### src/rtl/dla_pkg.sv
package dla_pkg;
  localparam int DLA_PHASE_W = 5;
  localparam int DLA_LEAD    = 1;

  function automatic int dla_steps(input int phase_w);
    return 1 << phase_w;
  endfunction
endpackage

### src/rtl/dla_phase_ctr.sv
module dla_phase_ctr #(
  parameter int PHASE_W = dla_pkg::DLA_PHASE_W
) (
  input  logic               clk,
  input  logic               rst,
  input  logic               frame_ref,
  output logic [PHASE_W-1:0] phase_now,
  output logic [PHASE_W-1:0] phase_next,
  output logic               wrap_next
);
  localparam logic [PHASE_W-1:0] PH_ZERO = '0;
  localparam logic [PHASE_W-1:0] PH_ONE  = PHASE_W'(1);
  localparam logic [PHASE_W-1:0] PH_MAX  = '1;

  logic [PHASE_W-1:0] phase_q;

  // frame_ref marks step 0 of the current cycle
  assign phase_now  = frame_ref ? PH_ZERO : phase_q;
  assign phase_next = phase_now + PH_ONE;
  assign wrap_next  = (phase_next == PH_ZERO);

  always_ff @(posedge clk) begin
    if (rst) phase_q <= PH_ZERO;
    else     phase_q <= phase_next;
  end

  AST_REF_RESYNC: assert property (@(posedge clk) disable iff (rst)
    frame_ref |=> (phase_q == PH_ONE));
  AST_FREE_WRAP: assert property (@(posedge clk) disable iff (rst)
    (phase_q == PH_MAX && !frame_ref) |=> (phase_q == PH_ZERO));
endmodule

### src/rtl/dla_adv_reg.sv
module dla_adv_reg #(
  parameter int PHASE_W = dla_pkg::DLA_PHASE_W
) (
  input  logic               clk,
  input  logic               rst,
  input  logic               adv_we,
  input  logic [PHASE_W-1:0] adv_val,
  input  logic               dac_pwr_up,
  input  logic               wrap_next,
  output logic [PHASE_W-1:0] adv_next
);
  logic [PHASE_W-1:0] stage_q;
  logic [PHASE_W-1:0] act_q;
  logic               wr_ok;

  assign wr_ok    = adv_we && !dac_pwr_up;
  // value that governs the cycle after this edge
  assign adv_next = wrap_next ? stage_q : act_q;

  always_ff @(posedge clk) begin
    if (rst) begin
      stage_q <= '0;
      act_q   <= '0;
    end else begin
      if (wr_ok)     stage_q <= adv_val;
      if (wrap_next) act_q   <= stage_q;
    end
  end

  AST_FROZEN_PWR: assert property (@(posedge clk) disable iff (rst)
    dac_pwr_up |=> $stable(stage_q));
  AST_ACT_AT_WRAP: assert property (@(posedge clk) disable iff (rst)
    !wrap_next |=> $stable(act_q));
endmodule

### src/rtl/dla_strobe.sv
module dla_strobe #(
  parameter int PHASE_W = dla_pkg::DLA_PHASE_W,
  parameter int LEAD    = dla_pkg::DLA_LEAD
) (
  input  logic               clk,
  input  logic               rst,
  input  logic [PHASE_W-1:0] phase_next,
  input  logic [PHASE_W-1:0] adv_next,
  output logic               dac_load
);
  localparam logic [PHASE_W-1:0] LEAD_V  = PHASE_W'(LEAD);
  localparam logic [PHASE_W-1:0] PH_ZERO = '0;

  logic [PHASE_W-1:0] target;
  logic               hit;

  // default spot is LEAD steps before step 0, pulled earlier by the advance
  assign target = PH_ZERO - LEAD_V - adv_next;
  assign hit    = (phase_next == target);

  always_ff @(posedge clk) begin
    if (rst) dac_load <= 1'b0;
    else     dac_load <= hit;
  end
endmodule

### src/rtl/dac_load_adv.sv
module dac_load_adv #(
  parameter int PHASE_W = dla_pkg::DLA_PHASE_W,
  parameter int LEAD    = dla_pkg::DLA_LEAD
) (
  input  logic               clk,
  input  logic               rst,
  input  logic               frame_ref,
  input  logic               adv_we,
  input  logic [PHASE_W-1:0] adv_val,
  input  logic               dac_pwr_up,
  output logic               dac_load
);
  localparam logic [PHASE_W-1:0] PH_ZERO = '0;

  logic [PHASE_W-1:0] phase_now;
  logic [PHASE_W-1:0] phase_next;
  logic               wrap_next;
  logic [PHASE_W-1:0] adv_next;

  dla_phase_ctr #(.PHASE_W(PHASE_W)) u_phase (
    .clk(clk), .rst(rst), .frame_ref(frame_ref),
    .phase_now(phase_now), .phase_next(phase_next), .wrap_next(wrap_next)
  );

  dla_adv_reg #(.PHASE_W(PHASE_W)) u_adv (
    .clk(clk), .rst(rst), .adv_we(adv_we), .adv_val(adv_val),
    .dac_pwr_up(dac_pwr_up), .wrap_next(wrap_next), .adv_next(adv_next)
  );

  dla_strobe #(.PHASE_W(PHASE_W), .LEAD(LEAD)) u_strobe (
    .clk(clk), .rst(rst), .phase_next(phase_next),
    .adv_next(adv_next), .dac_load(dac_load)
  );

  // pulse bookkeeping per interval, used only by the checks below
  logic seen_q;
  always_ff @(posedge clk) begin
    if (rst)                     seen_q <= 1'b0;
    else if (phase_now == PH_ZERO) seen_q <= dac_load;
    else                         seen_q <= seen_q | dac_load;
  end

  AST_ONE_PER_IV: assert property (@(posedge clk) disable iff (rst)
    (phase_now != PH_ZERO && seen_q) |-> !dac_load);
  AST_RST_QUIET: assert property (@(posedge clk)
    rst |=> !dac_load);
endmodule

### config.mk
export PLATFORM = sky130hd
export DESIGN_NAME = dac_load_adv
export DESIGN_NICKNAME = d
export VERILOG_FILES = /design/src/rtl/dla_pkg.sv /design/src/rtl/dla_phase_ctr.sv /design/src/rtl/dla_adv_reg.sv /design/src/rtl/dla_strobe.sv /design/src/rtl/dac_load_adv.sv
export SDC_FILE = /design/constraint.sdc
export NUM_CORES = 1
export LEC_CHECK = 0
export ABC_CLOCK_PERIOD_IN_PS = 2800
export BUFFER_PORTS_ARGS = -buffer_cell sky130_fd_sc_hd__buf_4
export CAP_MARGIN = 20
export CELL_PAD_IN_SITES_DETAIL_PLACEMENT = 2
export CELL_PAD_IN_SITES_GLOBAL_PLACEMENT = 2
export CORE_UTILIZATION = 34
export DETAILED_ROUTE_END_ITERATION = 16
export PLACE_DENSITY_LB_ADDON = 0.1
export SKIP_CTS_REPAIR_TIMING = 1
export SLEW_MARGIN = 20
export SYNTH_ARGS = -nofsm -noshare
export SYNTH_HDL_FRONTEND = slang
export SYNTH_HIERARCHICAL = 1
export SYNTH_SLANG_ARGS = --single-unit
export TNS_END_PERCENT = 5
### constraint.sdc
create_clock -name clk -period 2.8 [get_ports clk]
set_input_delay 0.84 -clock clk [delete_from_list [all_inputs] [get_ports clk]]
set_output_delay 0.84 -clock clk [all_outputs]
set_load 0.03 [all_outputs]
==> qor.csv, run 1 <==
stage;metric;value;unit
setup_path;Startpoint Class;input pin;
place;GPL Wtd Cong;0.6838;
final_layout;area of the multi-input gates;411.6;um2
run_status;status;completed;
floorplanning;Core Area;0.002022;mm2
final_layout;diode count;0;
floorplanning;die span in x;48.95;um
power;PwrDens;481.2;mW/mm2
sta;Least-Margin Pin Slew;0.3581;ns
sta;min Tclk post-route;2.293;ns
final_layout;Area Overhead vs Synth;18.03;%
logic_synthesis;syn_nets;84;
sta;RSZ-0062 raised after global routing;no;
route;DRC;0;
sta;Relative slew margins;76.08;%
power;Sw Ratio;22.19;%
sta;Final Setup Violations;0;
global_route;vias in the first global route;595;
floorplanning;row count;16;
final_layout;commonest non-fill, non-tap cell in the layout;dfxtp_1;
cts;CTS sink count;16;
floorplanning;area of the die;0.002396;mm2
logic_synthesis;Avg Cell Area, Syn;10.27;um2
cts;clk slew on worst S/H paths;0.10;ns
logic_synthesis;Cell Area, Synth;749.5;um2
setup_path;worst-path fanout max;9;
sta;fin. max-slew vios;0;
route;total number of vias;534;
route;Via density;4.768;
setup_path;crit path kind;input pin to flip-flop;
power;Reg power frac;56.0;%
sta;fmax;0.4362;GHz
setup_path;Worst EP arrival;2.52;ns
power;Comb pwr share;8.6;%
floorplanning;io pins;11;
route;DRT antenna net count;0;
setup_path;R2R Setup Slk;0.73;ns
cts;Inserted Clock Buffers;3;
logic_synthesis;yosys warns;6;
final_layout;commonest non-fill, non-tap cells in the layout;16 x dfxtp_1, 10 x buf_4, 7 x nor2b_1;
sta;post-route setup slack;0.5074;ns
setup_path;CP required;3.02;ns
sta;Worst Skew;0.01206;ns
power;peak supply drop;0.2794;mV
cts;worst skew pair latency;0.28;ns
setup_path;CP endpoint kind;flip-flop;
power;Int Pwr;0.3312;mW
place;Post-DP HPWL;1216;um
run;Max Cap Violations;0;
sta;fin crit share;81.88;%
power;Leakage;0.3459;nW
sta;hold slack final;0.4745;ns
global_route;GRT Resource Usage Total;16.88;%
logic_synthesis;Post-Synthesis Cells;73;
floorplanning;starting density of the core;37.07;%
place;buffers added on ports;10;
place;dpl cells;108;
route;routed wire length;1611;um
final_layout;share of layout cells above drive strength 1;28.24;%
global_route;largest net degree at the start of global routing;22;
place;dpl ws;0.2038;ns
global_route;initial antenna violation count;0;
global_route;gr ovfl total;0;
cts;Root Driver;clkbuf_4;
sta;final hold vios;0;
final_layout;Fill cells;216;
sta;setup_tns;0;ns
power;Clk network pwr share;35.4;%
cts;Max clock buf depth;2;
final_layout;fin nets;97;
route;Pre-antenna DRT Iters;4;
route;drt wl/cell;14.38;um
power;Sw Pwr;0.09447;mW
worst_hold_path;Min-Delay Path Class;flip-flop to flip-flop;
floorplanning;die span in y;48.95;um
cts;CTS tree;built;
route;initial DRC count;5;
final_layout;final std cells w/o fill;112;
global_route;global-route wire length before repair;2918;um
final_layout;FF/Latch Area;320.3;um2
cts;CTS H-tree lvls;1;
through the flow:
step	power [mW]	instance area (um2)	utilization, %
floorplan	0.2616	749.5	-
global placement	0.2797	848.3	41.96
detailed placement	0.2807	848.3	41.96
CTS	0.4344	884.6	43.75
global route	0.4497	884.6	43.75
finish	0.4257	884.6	43.75
worst max-delay path, stage by stage:
cell and delay (ns):
buf_4 0.15, nor2b_1 0.21, ha_1 0.19, o31a_1 0.29
mux2_2 0.39, xor2_1 0.18, nand4_1 0.12, nor3_2 0.15
per-layer routing:
layer  share of wire (%)  global-route usage, %  vias to the layer above
met3                 1.9                  3.738                        0
met1                  48                  21.04                      257
met2                  50                  28.47                        3
li1                    -                      -                      274
met4                   0                  5.882                        0
met5                   0                      0                        -
registers in the layout, indices dropped and copies added (netlist names):
name,count
u_phase/phase_q,5
u_strobe/dac_load,1
u_adv/stage_q,5
u_adv/act_q,5
power by group through the flow:
stage                     combinational, mW  sequential, mW  clock, mW
final                                0.0365           0.238      0.151
after global placement               0.0361           0.244          0
after detailed placement             0.0368           0.244          0
after CTS                            0.0376           0.239      0.158
after global routing                 0.0415           0.240      0.168
after floorplan                      0.0199           0.242          0
area by class of cell:
| cell class | instances | share of cell area, % |
|---|---|---|
| tap | 27 | 3.819 |
| clock buffer | 4 | 4.102 |
| sequential | 16 | 36.21 |
| multi-input combinational | 53 | 46.53 |
| inverter | 2 | 0.8487 |
| timing repair buffer | 10 | 8.487 |
worst paths after layout:
kind | cells after the start | end | start
max | 8 | u_strobe/dac_load$_SDFF_PP0_ | frame_ref
min | 2 | u_adv/stage_q[1]$_SDFFE_PP0P_ | u_adv/stage_q[1]$_SDFFE_PP0P_
max reg2reg | 7 | u_strobe/dac_load$_SDFF_PP0_ | u_phase/phase_q[0]$_SDFF_PP0_
min reg2reg | 2 | u_adv/stage_q[1]$_SDFFE_PP0P_ | u_adv/stage_q[1]$_SDFFE_PP0P_
(Power assumes the default switching activity.)
==> run 2, diff against run 1 <==
--- a/config.mk
+++ b/config.mk
@@ -5,7 +5,7 @@
 export SDC_FILE = /design/constraint.sdc
 export NUM_CORES = 1
 export LEC_CHECK = 0
-export ABC_CLOCK_PERIOD_IN_PS = 2800
+export ABC_CLOCK_PERIOD_IN_PS = 2300
 export BUFFER_PORTS_ARGS = -buffer_cell sky130_fd_sc_hd__buf_4
 export CAP_MARGIN = 20
 export CELL_PAD_IN_SITES_DETAIL_PLACEMENT = 2
==> constraint.sdc (replaced) <==
create_clock -name clk -period 2.3 [get_ports clk]
set_input_delay 0.69 -clock clk [delete_from_list [all_inputs] [get_ports clk]]
set_output_delay 0.69 -clock clk [all_outputs]
set_load 0.03 [all_outputs]
==> run 2 against run 1 <==
- non-clock buffer count increased by 3
- highest routed layer unchanged
- via count rose by 6.2%
- combinational power rose by 31%
- wire length increased by 7.8%
- first-iteration DRC count down 80%
==> qor.csv, run 2 (synthesized netlist as in run 1, its figures left out) <==
stage;metric;value;unit;change
final_layout;Largest regs;u_adv/act_q: 5 flops, u_adv/stage_q: 5 flops, u_phase/phase_q: 5 flops;;
power;Leakage;0.3542;nW;+2.4%
sta;fin crit share;91.13;%;
route;total number of vias;567;;+6.2%
setup_path;Setup crit start;frame_ref;;
sta;Worst Skew;0.002709;ns;-0.009349 ns
global_route;global-route wire length before repair;2987;um;+2.4%
run;Max Cap Violations;0;;unchanged
sta;Relative slew margins;74.44;%;-1.6 points
setup_path;worst-path fanout max;5;;-4
worst_hold_path;startpoint of the worst hold path;u_adv/stage_q[2]$_SDFFE_PP0P_;;
setup_path;Reg2Reg Depth;7;;unchanged
cts;CTS tree;built;;
route;initial DRC count;1;;-4
cts;Max clock buf depth;2;;unchanged
sta;fmax;0.4771;GHz;
place;Post-DP HPWL;1370;um;+13%
final_layout;Area Overhead vs Synth;19.20;%;
route;DRT antenna net count;0;;unchanged
power;peak supply drop;0.4137;mV;+48%
cts;clk slew on worst S/H paths;0.09;ns;about the same
sta;final hold vios;0;;unchanged
route;routed wire length;1736;um;+7.8%
sta;Least-Margin Pin Slew;0.3827;ns;+0.02454 ns
power;Tot Pwr;0.4810;mW;+13%
sta;fin. max-slew vios;0;;unchanged
global_route;gr ovfl total;0;;unchanged
route;DRC;0;;unchanged
global_route;vias in the first global route;636;;+6.9%
sta;Final Setup Violations;0;;unchanged
run_status;status;completed;;
route;drt wl/cell;15.23;um;+5.9%
floorplanning;die span in x;48.95;um;unchanged
final_layout;post-layout util;44.18;%;+0.43 points
final_layout;commonest non-fill, non-tap cells in the layout;16 x dfxtp_1, 13 x buf_4, 7 x nor2b_1;;
cts;CTS sink count;16;;unchanged
setup_path;Worst EP arrival;2.31;ns;-0.21 ns
setup_path;Startpoint Class;input pin;;
floorplanning;die span in y;48.95;um;unchanged
final_layout;diode count;0;;unchanged
worst_hold_path;Min-Delay Path Class;flip-flop to flip-flop;;
sta;min Tclk post-route;2.096;ns;
worst_hold_path;Hold Path Stages;2;;unchanged
cts;worst skew pair latency;0.28;ns;about the same
sta;RSZ-0062 raised after global routing;no;;
place;buffers added on ports;10;;unchanged
floorplanning;io pins;11;;unchanged
global_route;initial antenna violation count;0;;unchanged
route;Pre-antenna DRT Iters;2;;-2
floorplanning;row count;16;;unchanged
floorplanning;area of the die;0.002396;mm2;unchanged
place;dpl ws;-0.08012;ns;-0.2839 ns
cts;CTS H-tree lvls;1;;unchanged
cts;Inserted Clock Buffers;3;;unchanged
setup_path;R2R Path Start;u_phase/phase_q[0]$_SDFF_PP0_;;
floorplanning;starting density of the core;37.07;%;unchanged
final_layout;share of layout cells above drive strength 1;29.89;%;+1.6 points
setup_path;CP required;2.52;ns;-0.50 ns
sta;post-route setup slack;0.2039;ns;-0.3035 ns
floorplanning;Core Area;0.002022;mm2;unchanged
setup_path;CP endpoint kind;flip-flop;;
sta;hold slack final;0.4749;ns;+0.0003650 ns
global_route;largest net degree at the start of global routing;22;;unchanged
final_layout;commonest non-fill, non-tap cell in the layout;dfxtp_1;;
route;Via density;4.974;;+4.3%
global_route;GRT Resource Usage Total;17.21;%;+0.34 points
setup_path;crit path kind;input pin to flip-flop;;
cts;Root Driver;clkbuf_4;;
final_layout;fin nets;100;;+3.1%
power;PwrDens;538.4;mW/mm2;+12%
place;GPL Wtd Cong;0.8210;;+20%
-- run 2: layer usage --
layer,global-route usage (%),share of wire [%],vias to the layer above
li1,-,-,282
met5,0,0,-
met2,30.79,49,7
met4,2.941,0,0
met1,19.50,48,278
met3,6.542,3.3,0
-- run 2: cell type report --
cell class	count	area (um2)
fillers	231	1129
multi-input cells	53	411.6
flip-flops and latches	16	320.3
repair buffers	13	97.59
well taps	27	33.78
clock buffers	3	22.52
inverters	2	7.507
-- run 2: final timing paths --
| kind | slack, ns | to |
|---|---|---|
| min | 0.47 | u_adv/stage_q[2]$_SDFFE_PP0P_ |
| min reg2reg | 0.47 | u_adv/stage_q[2]$_SDFFE_PP0P_ |
| max | 0.20 | u_strobe/dac_load$_SDFF_PP0_ |
| max reg2reg | 0.26 | u_strobe/dac_load$_SDFF_PP0_ |
-- run 2: stage by stage --
| stage | area (um2) | TNS [ns] | std cells |
|---|---|---|---|
| 2_1_floorplan | 749.5 | 0 | 73 |
| 3_3_place_gp | 870.8 | 0 | 111 |
| 3_5_place_dp | 870.8 | -0.08012 | 111 |
| 4_1_cts | 893.4 | 0 | 114 |
| 5_1_grt | 893.4 | 0 | 114 |
| 6_report | 893.4 | 0 | 114 |
-- run 2: critical path: stages --
cell     delay [ns]
buf_4          0.13
nor2b_1        0.16
ha_1           0.17
o31a_1         0.26
mux2_2         0.40
xor2_1         0.20
nand4_1        0.15
nor3_2         0.16
-- run 2: power by group --
part	total [mW]	internal, mW	switching, mW
combinational	0.0477	0.0255	0.0222
sequential	0.290	0.284	0.00642
clock	0.143	0.0608	0.0823
total	0.481	0.370	0.111
==> run 3, diff against run 2 <==
--- a/config.mk
+++ b/config.mk
@@ -5,13 +5,14 @@
 export SDC_FILE = /design/constraint.sdc
 export NUM_CORES = 1
 export LEC_CHECK = 0
-export ABC_CLOCK_PERIOD_IN_PS = 2300
+export ABC_CLOCK_PERIOD_IN_PS = 1950
 export BUFFER_PORTS_ARGS = -buffer_cell sky130_fd_sc_hd__buf_4
 export CAP_MARGIN = 20
 export CELL_PAD_IN_SITES_DETAIL_PLACEMENT = 2
 export CELL_PAD_IN_SITES_GLOBAL_PLACEMENT = 2
 export CORE_UTILIZATION = 34
 export DETAILED_ROUTE_END_ITERATION = 16
+export HOLD_SLACK_MARGIN = 0.03
 export PLACE_DENSITY_LB_ADDON = 0.1
 export SKIP_CTS_REPAIR_TIMING = 1
 export SLEW_MARGIN = 20
@@ -19,4 +20,4 @@
 export SYNTH_HDL_FRONTEND = slang
 export SYNTH_HIERARCHICAL = 1
 export SYNTH_SLANG_ARGS = --single-unit
-export TNS_END_PERCENT = 5
+export TNS_END_PERCENT = 30
==> constraint.sdc (replaced) <==
create_clock -name clk -period 1.95 [get_ports clk]
set_input_delay 0.585 -clock clk [delete_from_list [all_inputs] [get_ports clk]]
set_output_delay 0.585 -clock clk [all_outputs]
set_load 0.03 [all_outputs]
==> run 3 against run 2 <==
- die area did not move
- cell area grew 11%
- wire length is 1.6% lower
- non-clock buffer count is 3 higher
- critical path type is now flip-flop to flip-flop
- count of clock-buffer cells in the layout up 1
==> qor.csv, run 3 (synthesized netlist as in run 1, its figures left out) <==
stage;metric;value;unit;change
run_status;status;completed;;
cts;clk slew on worst S/H paths;0.10;ns;about the same
final_layout;Largest regs;u_adv/act_q: 5 flops, u_adv/stage_q: 5 flops, u_phase/phase_q: 5 flops;;
final_layout;final std cells w/o fill;118;;+3.5%
sta;fmax;0.5421;GHz;
final_layout;commonest non-fill, non-tap cell in the layout;buf_4;;
sta;fin. max-slew vios;0;;unchanged
sta;final hold vios;0;;unchanged
final_layout;FF/Latch Area;329.1;um2;+2.7%
setup_path;Worst EP arrival;2.08;ns;-0.23 ns
route;total number of vias;568;;+0.18%
route;routed wire length;1708;um;-1.6%
route;DRC;0;;unchanged
global_route;global-route wire length before repair;2704;um;-9.5%
power;Leakage;0.3846;nW;+8.6%
global_route;initial antenna violation count;0;;unchanged
floorplanning;die span in y;48.95;um;unchanged
place;dpl ws;-0.3161;ns;-0.2360 ns
floorplanning;starting density of the core;37.07;%;unchanged
cts;CTS H-tree lvls;1;;unchanged
worst_hold_path;Hold Path Stages;2;;unchanged
route;initial DRC count;2;;+1
floorplanning;io pins;11;;unchanged
final_layout;share of layout cells above drive strength 1;40.66;%;+11 points
sta;post-route setup slack;0.1052;ns;-0.09872 ns
setup_path;CP endpoint kind;flip-flop;;
route;drt wl/cell;14.47;um;-4.9%
final_layout;diode count;0;;unchanged
cts;Max clock buf depth;2;;unchanged
worst_hold_path;Min-Delay Path Class;flip-flop to flip-flop;;
sta;Final Setup Violations;0;;unchanged
route;DRT antenna net count;0;;unchanged
route;Via density;4.814;;-3.2%
run;Max Cap Violations;0;;unchanged
global_route;gr ovfl total;0;;unchanged
sta;Least-Margin Pin Slew;0.3245;ns;-0.05820 ns
final_layout;area of the multi-input gates;464.2;um2;+13%
cts;CTS tree;built;;
sta;Relative slew margins;78.32;%;+3.9 points
power;peak supply drop;0.4359;mV;+5.4%
power;Tot Pwr;0.6399;mW;+33%
final_layout;commonest non-fill, non-tap cells in the layout;15 x buf_4, 13 x dfxtp_1, 6 x nor2b_1;;
floorplanning;row count;16;;unchanged
sta;Worst Skew;0.001123;ns;-0.001585 ns
setup_path;CP required;2.19;ns;-0.33 ns
place;buffers added on ports;10;;unchanged
setup_path;worst-path fanout max;4;;-1
floorplanning;Core Area;0.002022;mm2;unchanged
place;GPL Wtd Cong;0.6760;;-18%
cts;CTS sink count;16;;unchanged
power;PwrDens;643.3;mW/mm2;+19%
place;Post-DP HPWL;1200;um;-12%
final_layout;Area Overhead vs Synth;32.72;%;
floorplanning;die span in x;48.95;um;unchanged
final_layout;Fill cells;209;;-9.5%
sta;RSZ-0062 raised after global routing;no;;
setup_path;Startpoint Class;flip-flop;;
cts;Inserted Clock Buffers;3;;unchanged
sta;fin crit share;94.61;%;
global_route;vias in the first global route;574;;-9.7%
sta;setup_tns;0;ns;unchanged
cts;worst skew pair latency;0.30;ns;+0.02 ns
setup_path;crit path kind;flip-flop to flip-flop;;
global_route;GRT Resource Usage Total;15.88;%;-1.3 points
place;dpl cells;113;;+1.8%
route;Pre-antenna DRT Iters;2;;unchanged
global_route;largest net degree at the start of global routing;22;;unchanged
setup_path;Reg2Reg Depth;7;;unchanged
final_layout;fin nets;103;;+3.0%
cts;Root Driver;clkbuf_4;;
sta;min Tclk post-route;1.845;ns;
floorplanning;area of the die;0.002396;mm2;unchanged
==> run 3: layout make-up <==
class / instances / area share (%)
multi-input combinational: 53 / 46.67
sequential: 16 / 33.08
timing repair buffer: 16 / 12.45
clock buffer: 4 / 3.648
tap: 27 / 3.396
inverter: 2 / 0.7547
==> run 3: worst paths after layout <==
check	start	endpoint	slack (ns)
max	u_phase/phase_q[1]$_SDFF_PP0_	u_strobe/dac_load$_SDFF_PP0_	0.11
min	u_adv/stage_q[0]$_SDFFE_PP0P_	u_adv/stage_q[0]$_SDFFE_PP0P_	0.48
max reg2reg	u_phase/phase_q[1]$_SDFF_PP0_	u_strobe/dac_load$_SDFF_PP0_	0.11
min reg2reg	u_adv/stage_q[0]$_SDFFE_PP0P_	u_adv/stage_q[0]$_SDFFE_PP0P_	0.48
==> run 3: per-layer routing <==
layer	routed length, um	GRT usage (%)	up-vias
met2	825	24.77	14
met4	57	13.24	0
met5	0	0	-
li1	-	-	283
met3	46	2.804	5
met1	778	18.88	266
==> run 3: worst max-delay path, cell delays in order (launching register included) <==
cell and delay [ns]:
dfxtp_4 0.38, a2111oi_4 0.33, o31a_1 0.24, buf_4 0.13, mux2_4 0.31, xor2_2 0.16, nand4_1 0.13, nor3_2 0.10
==> run 3: stage by stage <==
step / utilization (%) / hold WS (ns) / area (um2)
2_1_floorplan: - / 0.4385 / 767.0
3_3_place_gp: 44.55 / 0.4610 / 900.9
3_5_place_dp: 44.55 / 0.4640 / 900.9
4_1_cts: 46.35 / 0.4785 / 937.1
5_1_grt: 49.20 / 0.5094 / 994.7
6_report: 49.20 / 0.4827 / 994.7
==> run 3: where the power goes <==
group          total, mW  switching, mW  internal (mW)
registers          0.342        0.00825          0.334
clock network      0.233          0.119          0.114
logic             0.0641         0.0282         0.0359
